===== config.mk =====
export PLATFORM = sky130hd
export DESIGN_NAME = ofs_prog
export DESIGN_NICKNAME = d
export VERILOG_FILES = /design/src/rtl/ofs_prog_pkg.sv /design/src/rtl/ofs_mode_decode.sv /design/src/rtl/ofs_step_counter.sv /design/src/rtl/ofs_prog.sv
export SDC_FILE = /design/constraint.sdc
export NUM_CORES = 1
export LEC_CHECK = 0
export BUFFER_PORTS_ARGS = -buffer_cell sky130_fd_sc_hd__buf_2
export CAP_MARGIN = 30
export CORE_UTILIZATION = 44
export CTS_CLUSTER_DIAMETER = 80
export DETAILED_ROUTE_END_ITERATION = 12
export PLACE_DENSITY = 0.78
export REMOVE_ABC_BUFFERS = 1
export SLEW_MARGIN = 20
export SYNTH_ARGS = -nofsm -noshare
export SYNTH_HDL_FRONTEND = slang
export SYNTH_HIERARCHICAL = 1
export SYNTH_SLANG_ARGS = --single-unit
export TNS_END_PERCENT = 20

===== constraint.sdc =====
create_clock -name clk -period 1.9 [get_ports clk]
set_input_delay 0.38 -clock clk [delete_from_list [all_inputs] [get_ports clk]]
set_output_delay 0.38 -clock clk [all_outputs]
set_load 0.1 [all_outputs]

===== src/rtl/ofs_prog_pkg.sv =====
package ofs_prog_pkg;

    typedef enum logic [1:0] {
        METH_PAR = 2'd0,
        METH_SER = 2'd1,
        METH_PRE = 2'd2
    } meth_e;

    // preset code -> offset value; the offset width must hold 64
    function automatic int unsigned preset_val(input logic [1:0] code);
        case (code)
            2'b01:   return 8;
            2'b10:   return 16;
            2'b11:   return 64;
            default: return 0;
        endcase
    endfunction

endpackage


===== src/rtl/ofs_mode_decode.sv =====
module ofs_mode_decode
    import ofs_prog_pkg::*;
(
    input  logic       sel_hi,
    input  logic       sel_lo,
    input  logic       ser_mode,
    output meth_e      meth,
    output logic [1:0] code
);
    always_comb begin
        code = {sel_hi, sel_lo};
        if (code != 2'b00) begin
            meth = METH_PRE;
        end else if (ser_mode) begin
            meth = METH_SER;
        end else begin
            meth = METH_PAR;
        end
    end
endmodule


===== src/rtl/ofs_step_counter.sv =====
module ofs_step_counter #(
    parameter int CNT_W = 5
) (
    input  logic             clk,
    input  logic             clr,
    input  logic             inc,
    output logic [CNT_W-1:0] cnt
);
    logic [CNT_W-1:0] cnt_d, cnt_q;

    always_comb begin
        cnt_d = cnt_q;
        if (clr) begin
            cnt_d = '0;
        end else if (inc) begin
            cnt_d = cnt_q + 1'b1;
        end
    end

    always_ff @(posedge clk) begin
        cnt_q <= cnt_d;
    end

    assign cnt = cnt_q;
endmodule


===== src/rtl/ofs_prog.sv =====
module ofs_prog
    import ofs_prog_pkg::*;
#(
    parameter int DATA_W     = 36,
    parameter int FIFO_DEPTH = 512
) (
    input  logic                            clk,
    input  logic                            rst_n,
    input  logic                            sel_hi,
    input  logic                            sel_lo,
    input  logic                            ser_mode,
    input  logic                            wr_en,
    input  logic [DATA_W-1:0]               wr_data,
    output logic [$clog2(FIFO_DEPTH)-1:0]   ofs_x,
    output logic [$clog2(FIFO_DEPTH)-1:0]   ofs_y,
    output logic                            done
);
    localparam int OFS_W    = $clog2(FIFO_DEPTH);
    localparam int SER_BITS = 2 * OFS_W;
    localparam int CNT_W    = $clog2(SER_BITS + 1);

    typedef struct packed {
        meth_e            meth;
        logic [1:0]       pcode;
        logic [OFS_W-1:0] x;
        logic [OFS_W-1:0] y;
        logic             done;
    } st_t;

    st_t st_d, st_q;

    meth_e               dec_meth;
    logic [1:0]          dec_code;
    logic                step;
    logic [CNT_W-1:0]    cnt_q;
    logic [SER_BITS-1:0] chain;
    meth_e               meth_q;
    logic                wr_data_unused;

    assign wr_data_unused = ^wr_data[DATA_W-1:OFS_W];

    ofs_mode_decode u_dec (
        .sel_hi   (sel_hi),
        .sel_lo   (sel_lo),
        .ser_mode (ser_mode),
        .meth     (dec_meth),
        .code     (dec_code)
    );

    ofs_step_counter #(.CNT_W(CNT_W)) u_cnt (
        .clk (clk),
        .clr (!rst_n),
        .inc (step),
        .cnt (cnt_q)
    );

    always_comb begin
        st_d  = st_q;
        step  = 1'b0;
        chain = {st_q.y, st_q.x};
        if (!rst_n) begin
            st_d.meth  = dec_meth;
            st_d.pcode = dec_code;
            st_d.x     = '0;
            st_d.y     = '0;
            st_d.done  = 1'b0;
        end else if (!st_q.done) begin
            case (st_q.meth)
                METH_PRE: begin
                    st_d.x    = OFS_W'(preset_val(st_q.pcode));
                    st_d.y    = OFS_W'(preset_val(st_q.pcode));
                    st_d.done = 1'b1;
                end
                METH_PAR: begin
                    if (wr_en) begin
                        step = 1'b1;
                        if (cnt_q == '0) begin
                            st_d.x = wr_data[OFS_W-1:0];
                        end else begin
                            st_d.y    = wr_data[OFS_W-1:0];
                            st_d.done = 1'b1;
                        end
                    end
                end
                METH_SER: begin
                    if (!sel_hi) begin
                        step   = 1'b1;
                        chain  = {chain[SER_BITS-2:0], sel_lo};
                        st_d.y = chain[SER_BITS-1:OFS_W];
                        st_d.x = chain[OFS_W-1:0];
                        if (cnt_q == CNT_W'(SER_BITS - 1)) begin
                            st_d.done = 1'b1;
                        end
                    end
                end
                default: st_d.done = 1'b1;
            endcase
        end
    end

    always_ff @(posedge clk) begin
        st_q <= st_d;
    end

    assign meth_q = st_q.meth;
    assign ofs_x  = st_q.x;
    assign ofs_y  = st_q.y;
    assign done   = st_q.done;
endmodule


* Word-level counts from Yosys, hierarchy flattened *
Cells that the tools add are included.

operators by class
  bitwise gates (word level) = 1
  reductions and logical operators = 6
  muxes and demuxes = 15
  equal/unequal tests = 10
  add/subtract/negate cells = 1

operators with widths
  operator                                                          count
  18-bit one-hot mux with 3 select lines                            1
  19-bit 2-to-1 mux                                                 2
  7-bit one-hot mux with 3 select lines                             1
  10-bit 2-to-1 mux                                                 1
  5-bit AND reduction                                               2
  9-bit 2-to-1 mux                                                  1
  2-bit != test (second input constant)                             4
  1-bit 2-to-1 mux                                                  7
  2-bit == test (second input constant)                             3
  5-bit by 1-bit adder with 5-bit output (second input constant)    1
  5-bit == test (second input constant)                             1
  5-bit logical NOT                                                 1
  2-bit by 1-bit == test with 1-bit output (second input constant)  2
  1-bit one-hot mux with 2 select lines                             2
  3-bit nonzero test                                                1
  2-bit logical NOT                                                 1
  2-bit nonzero test                                                1
  1-bit inverter                                                    1

storage, ports and cells
  bits of input ports = 42
  logic and storage cells = 39
  bits in registers = 28

* Logic depth before layout (Yosys ltp) *
  word-level depth = 5
  mapped depth = 8
  gate-level depth less buffers = 5

* Modules after synthesis *
Netlist, hierarchy kept.

modules (own cells, without submodules)
  module            cells each  instances  area an instance (sq um)
  ofs_prog          149         1          1357.6
  ofs_step_counter  22          1          247.7
  ofs_mode_decode   4           1          28.8

* Least setup slack after synthesis *
OpenSTA, ideal clock, no wires.

  path kind = reg2reg
  start = register st_q, in the netlist done
  end = register st_q, in the netlist ofs_x[6]
  cell stages (with the launch flop) = 5
  clock period less this slack = 2.009 ns
  data required time = 1.746 ns
  setup slack = -0.109 ns
  path buffers = 1
  data arrival time = 1.855 ns
  path through = dfxtp_1 or3b_1 clkbuf_1 o21ai_2 a311oi_2

on the way
  longest elaborated chain between the ends = 2

RTL lines
  what                           RTL line         RTL
  start: declaration             ofs_prog.sv:30   st_t st_d, st_q;
  start signal: assignment       ofs_prog.sv:102  st_q <= st_d;
  1-bit inverter (no line)       --
  5-bit AND reduction (no line)  --

No other way between the ends.
A chain may end at the register's enable or synchronous reset.

* Worst setup path after layout *
  start = register st_q, in the netlist meth_q[0]
  end = register st_q, in the netlist ofs_y[3]

on the way
  longest elaborated chain between the ends = 3

RTL lines
  what                                                                  RTL line        RTL
  2-bit by 1-bit == test with 1-bit output (tied with other cells)      ofs_prog.sv:68  case (st_q.meth)
  2-bit != test (no line) / 3-bit nonzero test (equally long branches)  --
  5-bit AND reduction (no line)                                         --

Several ways; a longest one is shown, not always the timed one.

==> impl_metrics.env <==
export IMPL_status="completed"
export IMPL_synth_area_leaders="dfxtp_1 (29%), buf_4 (9.2%), edfxtp_1 (7.4%)"
export IMPL_hold_path_class="in2reg"
export IMPL_p_leak_nw=0.783
export IMPL_yosysMostFrequentCell="dfxtp_1"
export IMPL_coreArea_sq_um=3440
export IMPL_r2r_slack_ns=0.19
export IMPL_place_hpwl_mm=2.39
export IMPL_netlist_area_sq_um=1630
export IMPL_worst_r2r_endpoint="ofs_y[3]"
export IMPL_hp_start="sel_lo"
export IMPL_synth_top_family_by_area="compound AO/OA/AOI/OAI gates"
export IMPL_placed_area_sq_um=1740
export IMPL_start_util=0.475
export IMPL_multi_input_area_sq_um=825
export IMPL_synth_ff_type="dfxtp_1"
export IMPL_criticalPathCategory="reg2reg"
export IMPL_synth_fa_ha_area_frac=0.00766
export IMPL_syn_inst=175
export IMPL_reg2reg_from="meth_q[0]"
export IMPL_die_w_um=62.9
export IMPL_setup_tns_ns=0
export IMPL_synth_xor_area_share=0.00536
export IMPL_hold_viol=0
export IMPL_vias_per_cell=5.61
export IMPL_cts_resized=0
export IMPL_synth_top_cell_by_area="dfxtp_1"
export IMPL_whs_path_depth=1
export IMPL_placed_cells=233
export IMPL_fin_ws_ns=0.187
export IMPL_cts_hold_buf=0
export IMPL_wl_mm=3.44
export IMPL_syn_avg_cell_area_sq_um=9.34
export IMPL_htree_levels=1
export IMPL_worst_setup_path_end_kind="flop"
export IMPL_clk_pin_slew_ns=0.10
export IMPL_pre_cts_slack_ns=0.193
export IMPL_fmax_ghz=0.584
export IMPL_reg2reg_depth=4
export IMPL_cp_start_kind="flop"
export IMPL_grt_pass1_wl_mm=5.69
export IMPL_drt_iter0_drc=134
export IMPL_fin_area_sq_um=1810
export IMPL_io_buffers=33
export IMPL_root_buffer="clkbuf_8"
export IMPL_hold_end="st_q[19]"
export IMPL_async_flop_share=0
export IMPL_regArea_sq_um=601
export IMPL_area_growth_pct=10.6
export IMPL_maxCapViolations=0
export IMPL_die_h_um=62.9
export IMPL_cts_buffers_inserted=3
export IMPL_worst_pin_slew_ns=0.487
export IMPL_grt_max_degree=31
export IMPL_synth_edf_count=4
export IMPL_synthTopCellsByCount="dfxtp_1 (24), buf_4 (20), nor3_1 (13)"
export IMPL_synth_compound_area_frac=0.259
export IMPL_min_period_over_period=0.901
export IMPL_synth_warnings=6
export IMPL_netlist_area_leader_share=0.294
export IMPL_globalRouteOverflowTotal=0
export IMPL_postRouteAntennaNets=0
export IMPL_crit_fanout=5
export IMPL_n_fill_cell=313
export IMPL_gp_congestion=0.827
export IMPL_slew_violations=0
export IMPL_die_area_sq_um=3960
export IMPL_cts_setup_buffers=0
export IMPL_clkSinkCount=28
export IMPL_ios=61
export IMPL_fin_nets=235
export IMPL_num_rows=21
export IMPL_power_density_nw_per_um2=870
export IMPL_num_antenna_cells=0
export IMPL_clockBufferDepth=2
export IMPL_worstPathArrival_ns=1.90
export IMPL_rsz0062_at_grt="false"
export IMPL_wl_per_cell_um=14.5
export IMPL_vias=1329
export IMPL_synthMuxAreaShare=0.0245
export IMPL_drtPass1Iterations=4
export IMPL_clk_latency_ns=0.28
export IMPL_finalPower_w=0.00157
export IMPL_grt_pass1_vias=1211
export IMPL_ys_ff_latch=28
export IMPL_route_detailed_drc=0
export IMPL_seq_area_frac_synth=0.368
export IMPL_ir_worst_vdd_v=0.000792
export IMPL_antenna_found_initial=0
export IMPL_cts_tree="done"
export IMPL_ys_types=42
export IMPL_yosys_area_share_simple=0.205
export IMPL_min_period_ns=1.71
export IMPL_slew_headroom=0.677
export IMPL_worstPathRequired_ns=2.09
export IMPL_final_cells=237
export IMPL_setup_viol=0
export IMPL_track_usage=0.178
export IMPL_skew_ns=0.00659
export IMPL_drive_above_1_share=0.356
==> worst max path at each step <==
stage          startpoint            to
2_1_floorplan   meth_q[1]  u_cnt/cnt[3]
3_3_place_gp    meth_q[0]      ofs_x[1]
3_5_place_dp    meth_q[0]      ofs_y[3]
4_1_cts         meth_q[0]      ofs_y[3]
5_1_grt         meth_q[0]      ofs_y[3]
6_report        meth_q[0]      ofs_y[3]
==> layer usage <==
| layer | share of wire | GRT usage |
|---|---|---|
| met5 | 0 | 0 |
| met4 | 0.0023 | 0.0262 |
| met3 | 0.054 | 0.0401 |
| met2 | 0.45 | 0.285 |
| met1 | 0.49 | 0.248 |
==> power by group <==
| group | leakage, nW | total, W | internal [W] | switching, W |
|---|---|---|---|---|
| Combinational | 0.514 | 0.000477 | 0.000116 | 0.000361 |
| Clock | 0.0339 | 0.000419 | 0.000229 | 0.000189 |
| Sequential | 0.235 | 0.000678 | 0.000641 | 0.0000369 |
| Total | 0.783 | 0.00157 | 0.000987 | 0.000587 |
==> state kept, by name, summed over array words and instances, names as in the netlist <==
register   count
st_q           2
ofs_x          9
ofs_y          9
meth_q         2
done           1
u_cnt/cnt      5
==> cell families after synthesis <==
logic type | count (synthesis)
adders and majority gates | 1
muxes | 3
xor gates and xnor gates | 1
and+or+nand+nor | 56
DFF | 28
buffers and inverters | 34
AOI/OAI and AO/OA | 52
==> worst max-delay path, stage by stage, from the launching register on <==
cell and delay [ns]:
edfxtp_1 0.45, or3b_1 0.51, a21oi_1 0.31, nor3_1 0.09
a311oi_1 0.27
==> layout by cell type (no fill, tap or decap), types with 2 or more instances in the layout <==
cell       n
a221oi_1   2
buf_2     33
nor3_1    13
o21ai_1    6
a311oi_1   3
nor2_1     8
nor3b_2    2
nand3_1   10
a211oi_1   2
nand4_2    2
clkbuf_8   3
mux2_4     2
a211oi_2   8
a21oi_1   11
edfxtp_1   4
dfxtp_1   24
a22oi_1    7
nor2b_1    3
buf_4     12
and2_1     6
o311a_1    6
nand2_1    4
==> layout make-up <==
cell class                 instances  share of cell area
inverter                           1             0.00208
sequential                        28               0.332
timing repair buffer              45               0.141
multi-input combinational        113               0.456
clock buffer                       4              0.0367
tap                               46              0.0318
==> stage by stage <==
| stage | hold WS, ns | utilization |
|---|---|---|
| 2_1_floorplan | 0.479 | - |
| 5_1_grt | 0.329 | 0.525 |
| 6_report | 0.331 | 0.525 |
| 3_5_place_dp | 0.462 | 0.506 |
| 3_3_place_gp | 0.456 | 0.506 |
| 4_1_cts | 0.322 | 0.525 |
Power figures use the tool's default switching activity.
